===== config.mk =====
export PLATFORM = sky130hd
export DESIGN_NAME = cfg_launch_guard
export DESIGN_NICKNAME = d
export VERILOG_FILES = /design/src/rtl/cfg_launch_pkg.sv /design/src/rtl/cfg_req_qualifier.sv /design/src/rtl/cfg_clk_divider.sv /design/src/rtl/cfg_seq_ctrl.sv /design/src/rtl/cfg_launch_guard.sv
export SDC_FILE = /design/constraint.sdc
export NUM_CORES = 1
export LEC_CHECK = 0
export ABC_AREA = 1
export ABC_CLOCK_PERIOD_IN_PS = 5350
export BUFFER_PORTS_ARGS = -buffer_cell sky130_fd_sc_hd__buf_2
export CORE_AREA = 2 2 75 91
export DETAILED_ROUTE_END_ITERATION = 6
export DIE_AREA = 0 0 77 93
export GPL_TIMING_DRIVEN = 1
export PLACE_DENSITY = 0.66
export SYNTH_ARGS = -nofsm -noshare
export SYNTH_HDL_FRONTEND = slang
export SYNTH_HIERARCHICAL = 1
export SYNTH_SLANG_ARGS = --single-unit

===== constraint.sdc =====
create_clock -name clk -period 5.35 [get_ports clk]
set_clock_uncertainty 0.05 [all_clocks]
set_input_delay 1.605 -clock clk [delete_from_list [all_inputs] [get_ports clk]]
set_output_delay 1.605 -clock clk [all_outputs]
set_load 0.02 [all_outputs]

===== src/rtl/cfg_launch_pkg.sv =====
package cfg_launch_pkg;

    typedef enum logic [1:0] {
        ST_IDLE  = 2'd0,
        ST_PROG  = 2'd1,
        ST_LOAD  = 2'd2,
        ST_REARM = 2'd3
    } seq_state_e;

    function automatic int unsigned cnt_width(input int unsigned max_val);
        int unsigned w;
        w = $clog2(max_val + 1);
        return (w < 1) ? 1 : w;
    endfunction

endpackage


===== src/rtl/cfg_req_qualifier.sv =====
module cfg_req_qualifier
    import cfg_launch_pkg::*;
#(
    parameter int unsigned QUAL_CYCLES = 81
) (
    input  logic clk,
    input  logic rst,
    input  logic req_n_async,
    output logic line_high,
    output logic qual_ok
);
    localparam int unsigned CW = cnt_width(QUAL_CYCLES);

    logic [1:0]    sync_q;
    logic [CW-1:0] low_cnt;

    always_ff @(posedge clk) begin
        if (rst) begin
            sync_q <= 2'b11;
        end else begin
            sync_q <= {sync_q[0], req_n_async};
        end
    end

    assign line_high = sync_q[1];

    always_ff @(posedge clk) begin
        if (rst) begin
            low_cnt <= '0;
        end else if (line_high) begin
            low_cnt <= '0;
        end else if (low_cnt != CW'(QUAL_CYCLES)) begin
            low_cnt <= low_cnt + 1'b1;
        end
    end

    assign qual_ok = (low_cnt == CW'(QUAL_CYCLES));

    AST_QUAL_AFTER_LOW: assert property (@(posedge clk) disable iff (rst)
        $rose(qual_ok) |-> $past(!line_high));

    AST_HIGH_CLEARS: assert property (@(posedge clk) disable iff (rst)
        line_high |=> !qual_ok);

endmodule


===== src/rtl/cfg_clk_divider.sv =====
module cfg_clk_divider
    import cfg_launch_pkg::*;
#(
    parameter int unsigned PRE_CYCLES = 5,
    parameter int unsigned TAP_COUNT  = 4
) (
    input  logic clk,
    input  logic rst,
    input  logic run,
    output logic cfg_clk,
    output logic rom_ce,
    output logic period_done
);
    localparam int unsigned PW = cnt_width(PRE_CYCLES);

    logic [PW-1:0]        pre_cnt;
    logic                 tick;
    logic [TAP_COUNT-1:0] taps;
    logic [TAP_COUNT:0]   carry;
    logic                 rom_ce_q;

    assign tick = run && (pre_cnt == PW'(PRE_CYCLES - 1));

    always_ff @(posedge clk) begin
        if (rst || !run) begin
            pre_cnt <= '0;
        end else if (tick) begin
            pre_cnt <= '0;
        end else begin
            pre_cnt <= pre_cnt + 1'b1;
        end
    end

    assign carry[0] = tick;

    for (genvar k = 0; k < TAP_COUNT; k++) begin : g_tap
        assign carry[k+1] = carry[k] && taps[k];
        always_ff @(posedge clk) begin
            if (rst || !run) begin
                taps[k] <= 1'b0;
            end else if (carry[k]) begin
                taps[k] <= ~taps[k];
            end
        end
    end

    assign cfg_clk     = taps[TAP_COUNT-1];
    assign period_done = carry[TAP_COUNT];

    always_ff @(posedge clk) begin
        if (rst || !run) begin
            rom_ce_q <= 1'b0;
        end else begin
            rom_ce_q <= carry[TAP_COUNT-1] && !taps[TAP_COUNT-1];
        end
    end

    assign rom_ce = rom_ce_q;

    AST_ROMCE_ON_RISE: assert property (@(posedge clk) disable iff (rst)
        rom_ce |-> (cfg_clk && !$past(cfg_clk)));

    AST_IDLE_CLK_LOW: assert property (@(posedge clk) disable iff (rst)
        !$past(run) |-> !cfg_clk);

endmodule


===== src/rtl/cfg_seq_ctrl.sv =====
module cfg_seq_ctrl
    import cfg_launch_pkg::*;
#(
    parameter int unsigned PROG_CYCLES = 13,
    parameter int unsigned LOAD_CLKS   = 97500
) (
    input  logic clk,
    input  logic rst,
    input  logic qual_ok,
    input  logic line_high,
    input  logic cfg_en,
    input  logic period_done,
    output logic prog_n,
    output logic busy
);
    localparam int unsigned PCW = cnt_width(PROG_CYCLES);
    localparam int unsigned LCW = cnt_width(LOAD_CLKS);

    seq_state_e     state;
    logic [PCW-1:0] prog_cnt;
    logic [LCW-1:0] load_cnt;

    always_ff @(posedge clk) begin
        if (rst) begin
            state    <= ST_IDLE;
            prog_cnt <= '0;
            load_cnt <= '0;
        end else begin
            unique case (state)
                ST_IDLE: begin
                    prog_cnt <= '0;
                    load_cnt <= '0;
                    if (qual_ok && cfg_en) begin
                        state <= ST_PROG;
                    end
                end
                ST_PROG: begin
                    if (prog_cnt == PCW'(PROG_CYCLES - 1)) begin
                        state <= ST_LOAD;
                    end else begin
                        prog_cnt <= prog_cnt + 1'b1;
                    end
                end
                ST_LOAD: begin
                    if (period_done) begin
                        if (load_cnt == LCW'(LOAD_CLKS - 1)) begin
                            state <= ST_REARM;
                        end else begin
                            load_cnt <= load_cnt + 1'b1;
                        end
                    end
                end
                ST_REARM: begin
                    if (line_high) begin
                        state <= ST_IDLE;
                    end
                end
                default: state <= ST_IDLE;
            endcase
        end
    end

    assign prog_n = (state != ST_PROG);
    assign busy   = (state == ST_LOAD);

    AST_PROG_NEEDS_EN: assert property (@(posedge clk) disable iff (rst)
        $fell(prog_n) |-> $past(cfg_en));

    AST_PROG_NEEDS_QUAL: assert property (@(posedge clk) disable iff (rst)
        $fell(prog_n) |-> $past(qual_ok));

    AST_BUSY_AFTER_PROG: assert property (@(posedge clk) disable iff (rst)
        $rose(busy) |-> $rose(prog_n));

    AST_NO_RESTART_LOW: assert property (@(posedge clk) disable iff (rst)
        (state == ST_REARM && !line_high) |=> prog_n);

endmodule


===== src/rtl/cfg_launch_guard.sv =====
module cfg_launch_guard
    import cfg_launch_pkg::*;
#(
    parameter int unsigned QUAL_CYCLES = 81,
    parameter int unsigned PROG_CYCLES = 13,
    parameter int unsigned PRE_CYCLES  = 5,
    parameter int unsigned TAP_COUNT   = 4,
    parameter int unsigned LOAD_CLKS   = 97500
) (
    input  logic clk,
    input  logic rst,
    input  logic glob_cfg_n,
    input  logic cfg_enable,
    output logic prog_n,
    output logic cfg_clk,
    output logic rom_ce,
    output logic busy_led
);
    logic line_high;
    logic qual_ok;
    logic period_done;
    logic busy;

    cfg_req_qualifier #(
        .QUAL_CYCLES(QUAL_CYCLES)
    ) u_qual (
        .clk        (clk),
        .rst        (rst),
        .req_n_async(glob_cfg_n),
        .line_high  (line_high),
        .qual_ok    (qual_ok)
    );

    cfg_seq_ctrl #(
        .PROG_CYCLES(PROG_CYCLES),
        .LOAD_CLKS  (LOAD_CLKS)
    ) u_seq (
        .clk        (clk),
        .rst        (rst),
        .qual_ok    (qual_ok),
        .line_high  (line_high),
        .cfg_en     (cfg_enable),
        .period_done(period_done),
        .prog_n     (prog_n),
        .busy       (busy)
    );

    cfg_clk_divider #(
        .PRE_CYCLES(PRE_CYCLES),
        .TAP_COUNT (TAP_COUNT)
    ) u_div (
        .clk        (clk),
        .rst        (rst),
        .run        (busy),
        .cfg_clk    (cfg_clk),
        .rom_ce     (rom_ce),
        .period_done(period_done)
    );

    assign busy_led = busy;

    AST_CLK_ONLY_BUSY: assert property (@(posedge clk) disable iff (rst)
        cfg_clk |-> busy_led);

    AST_PROG_BUSY_EXCL: assert property (@(posedge clk) disable iff (rst)
        !(!prog_n && busy_led));

endmodule


==> impl_metrics.py <==
metrics = {
    "outcome": {
        "outcome": "completed",
    },
    "critical_path": {
        "crit_arrival_ns": 1.46,
        "start_kind": "register",
        "crit_fanout": 11,
        "worstSetupEndpointType": "output port",
        "worstPathRequired_ns": 3.70,
        "crit_type": "register to output port",
    },
    "layout": {
        "utilization_pct": 41.1,
        "layout_commonest_cell": "nand2_1",
        "antenna_cells": 0,
        "final_layout_size_suffix_gt1_share_pct": 10.3,
        "n_fill_cell": 724,
        "nNetsFinal": 394,
        "multi_input_area_um2": 1400,
        "area_growth_syn_to_layout_pct": 7.23,
        "final_cell_mix": "93 x nand2_1, 67 x nor2_1, 43 x inv_1",
        "regArea_um2": 801,
    },
    "run": {
        "max_cap_violations": 0,
    },
    "clocking": {
        "htreeDepth": 2,
        "numCtsBuffers": 5,
        "postCtsHoldBufs": 0,
        "clock_sinks": 40,
        "root_buffer": "clkbuf_8",
        "clk_path_buf_depth": 2,
        "clk_pin_slew_ns": 0.08,
        "cts_setup_buffers": 0,
        "cts_tree": "built",
        "post_cts_resized": 0,
        "clock_latency_ns": 0.29,
    },
    "floorplan": {
        "die_y_um": 93,
        "core_um2": 6330,
        "ioPinCount": 8,
        "start_util_pct": 38.3,
        "die_area_um2": 7160,
        "rows": 32,
        "die_width_um": 77,
    },
    "route": {
        "routedWlPerCell_um": 10.9,
        "ant_nets": 0,
        "dr.pass1.iters": 4,
        "route.vias.total": 2200,
        "routed_wl_um": 5050,
        "dr.first_iter.drc_count": 86,
        "drc_errors": 0,
        "vias_per_cell": 4.75,
    },
    "yosys": {
        "synth_cell_type_count": 32,
        "synthesis.area_um2": 2420,
        "synth_nets": 387,
        "synth_edf_count": 0,
        "synth_area_leaders": "dfxtp_1 33%, nand2_1 14%, nor2_1 10%",
        "yosysTopAreaCell": "dfxtp_1",
        "synth-seq-cells": 40,
        "async_reset_ff_share_pct": 0,
        "synth_top_area_share_pct": 33.1,
        "ys.flop_type": "dfxtp_1",
        "syn_avg_cell_area_um2": 6.53,
        "synthCells": 371,
        "yosys_warnings": 6,
        "yosysSeqAreaShare_pct": 33.1,
    },
    "global_route": {
        "grt_usage_pct": 15.3,
        "first_global_vias": 2036,
        "antenna_found_initial": 0,
        "grt_pass1_wl_um": 8900,
        "grt_max_degree": 24,
        "grt-ovfl-total": 0,
    },
    "timing": {
        "slew_headroom_pct": 67.0,
        "finalCritPeriodShare_pct": 58.3,
        "hold_viol": 0,
        "fmax_mhz": 321,
        "min_period_ns": 3.12,
        "tightest_slew_ns": 0.493,
        "final.setup.tns_ns": 0,
        "rsz0062_at_grt": "false",
        "setup_viol": 0,
        "drv_slew": 0,
    },
    "place": {
        "portBuffers": 7,
        "gp_congestion": 0.928,
        "dp_hpwl_um": 3650,
    },
    "power_and_ir_drop": {
        "ir_worst_vdd_mv": 0.0959,
        "p_leak_uw": 0.000928,
        "powerDensity_nw_per_um2": 227,
    },
    "worst_hold_path": {
        "hp-class": "register to register",
    },
}
-- synth_stat cells, types with 2 or more instances --
cell type / number
nand3_2: 2
o21ai_0: 5
nor3_1: 6
nor2_2: 7
or2_2: 3
inv_1: 43
nand4_1: 11
dfxtp_1: 40
nand2_2: 5
clkbuf_1: 2
nand2_1: 93
nor2_1: 67
a21oi_1: 22
xnor2_1: 3
nand3_1: 26
inv_2: 3
xor2_1: 4
nor3b_1: 3
ha_1: 12
buf_2: 2
-- critical path: stages, from the launching register on --
cell	delay, ns
dfxtp_1	0.33
inv_1	0.13
ha_1	0.45
buf_2	0.25
-- worst paths after layout --
check	start	endpoint	slack (ns)	cells after the start
min reg2reg	u_qual/sync_q[0]$_SDFF_PP1_	u_qual/sync_q[1]$_SDFF_PP1_	0.36	1
min	u_qual/sync_q[0]$_SDFF_PP1_	u_qual/sync_q[1]$_SDFF_PP1_	0.36	1
max	u_seq/state[0]$_SDFFE_PP0P_	busy_led	2.23	3
max reg2reg	u_seq/state[0]$_SDFFE_PP0P_	u_seq/state[1]$_SDFFE_PP0P_	2.68	13
-- per-stage QoR --
step / cells / setup slack, ns / instance area [µm²] / hold WS [ns] / power [µW]
floorplan: 371 / 2.79 / 2420 / 0.339 / 385
global placement: 456 / 2.59 / 2520 / 0.344 / 400
detailed placement: 456 / 2.54 / 2520 / 0.349 / 402
CTS: 463 / 2.21 / 2600 / 0.364 / 597
global route: 463 / 2.15 / 2600 / 0.380 / 620
finish: 463 / 2.23 / 2600 / 0.361 / 589
-- routing by layer --
metal / GRT usage, % / up-vias / wire length [µm]
met5: 0 / - / 0
met1: 17.6 / 991 / 2390
met3: 2.90 / 5 / 108
met4: 5.36 / 0 / 72
li1: - / 1188 / -
met2: 28.3 / 16 / 2480
-- cell families (layout without fill, tap and decap cells) --
kind of cell	Yosys count	count (layout)	synth area share [%]
AND/OR/NAND/NOR	228	228	42.3
buffers and inverters	53	60	9.09
flip-flops	40	40	33.1
AO/OA/AOI/OAI	31	31	6.82
adder cells (fa/ha/maj)	12	12	6.20
XOR/XNOR	7	7	2.53
-- sequential cells by signal, summed over array words and instances (netlist names), 2 cells and up --
name / cells
u_seq/state: 2
u_qual/low_cnt: 7
u_seq/load_cnt: 17
u_div/taps: 3
u_qual/sync_q: 2
u_div/pre_cnt: 3
u_seq/prog_cnt: 4
-- cell type report --
type | instances | share of cell area, %
sequential | 40 | 30.8
clock inverter | 2 | 0.482
clock buffer | 5 | 2.65
timing repair buffer | 7 | 1.35
multi-input combinational | 278 | 53.9
tap | 85 | 4.09
inverter | 46 | 6.65
-- where the power goes --
group | internal [µW] | leakage, µW | switching [µW]
Sequential | 303 | 0.000323 | 4.30
Clock | 88.4 | 0.0000400 | 106
Combinational | 22.5 | 0.000566 | 64.2
Total | 414 | 0.000928 | 175
Power figures use the tool's default switching activity.
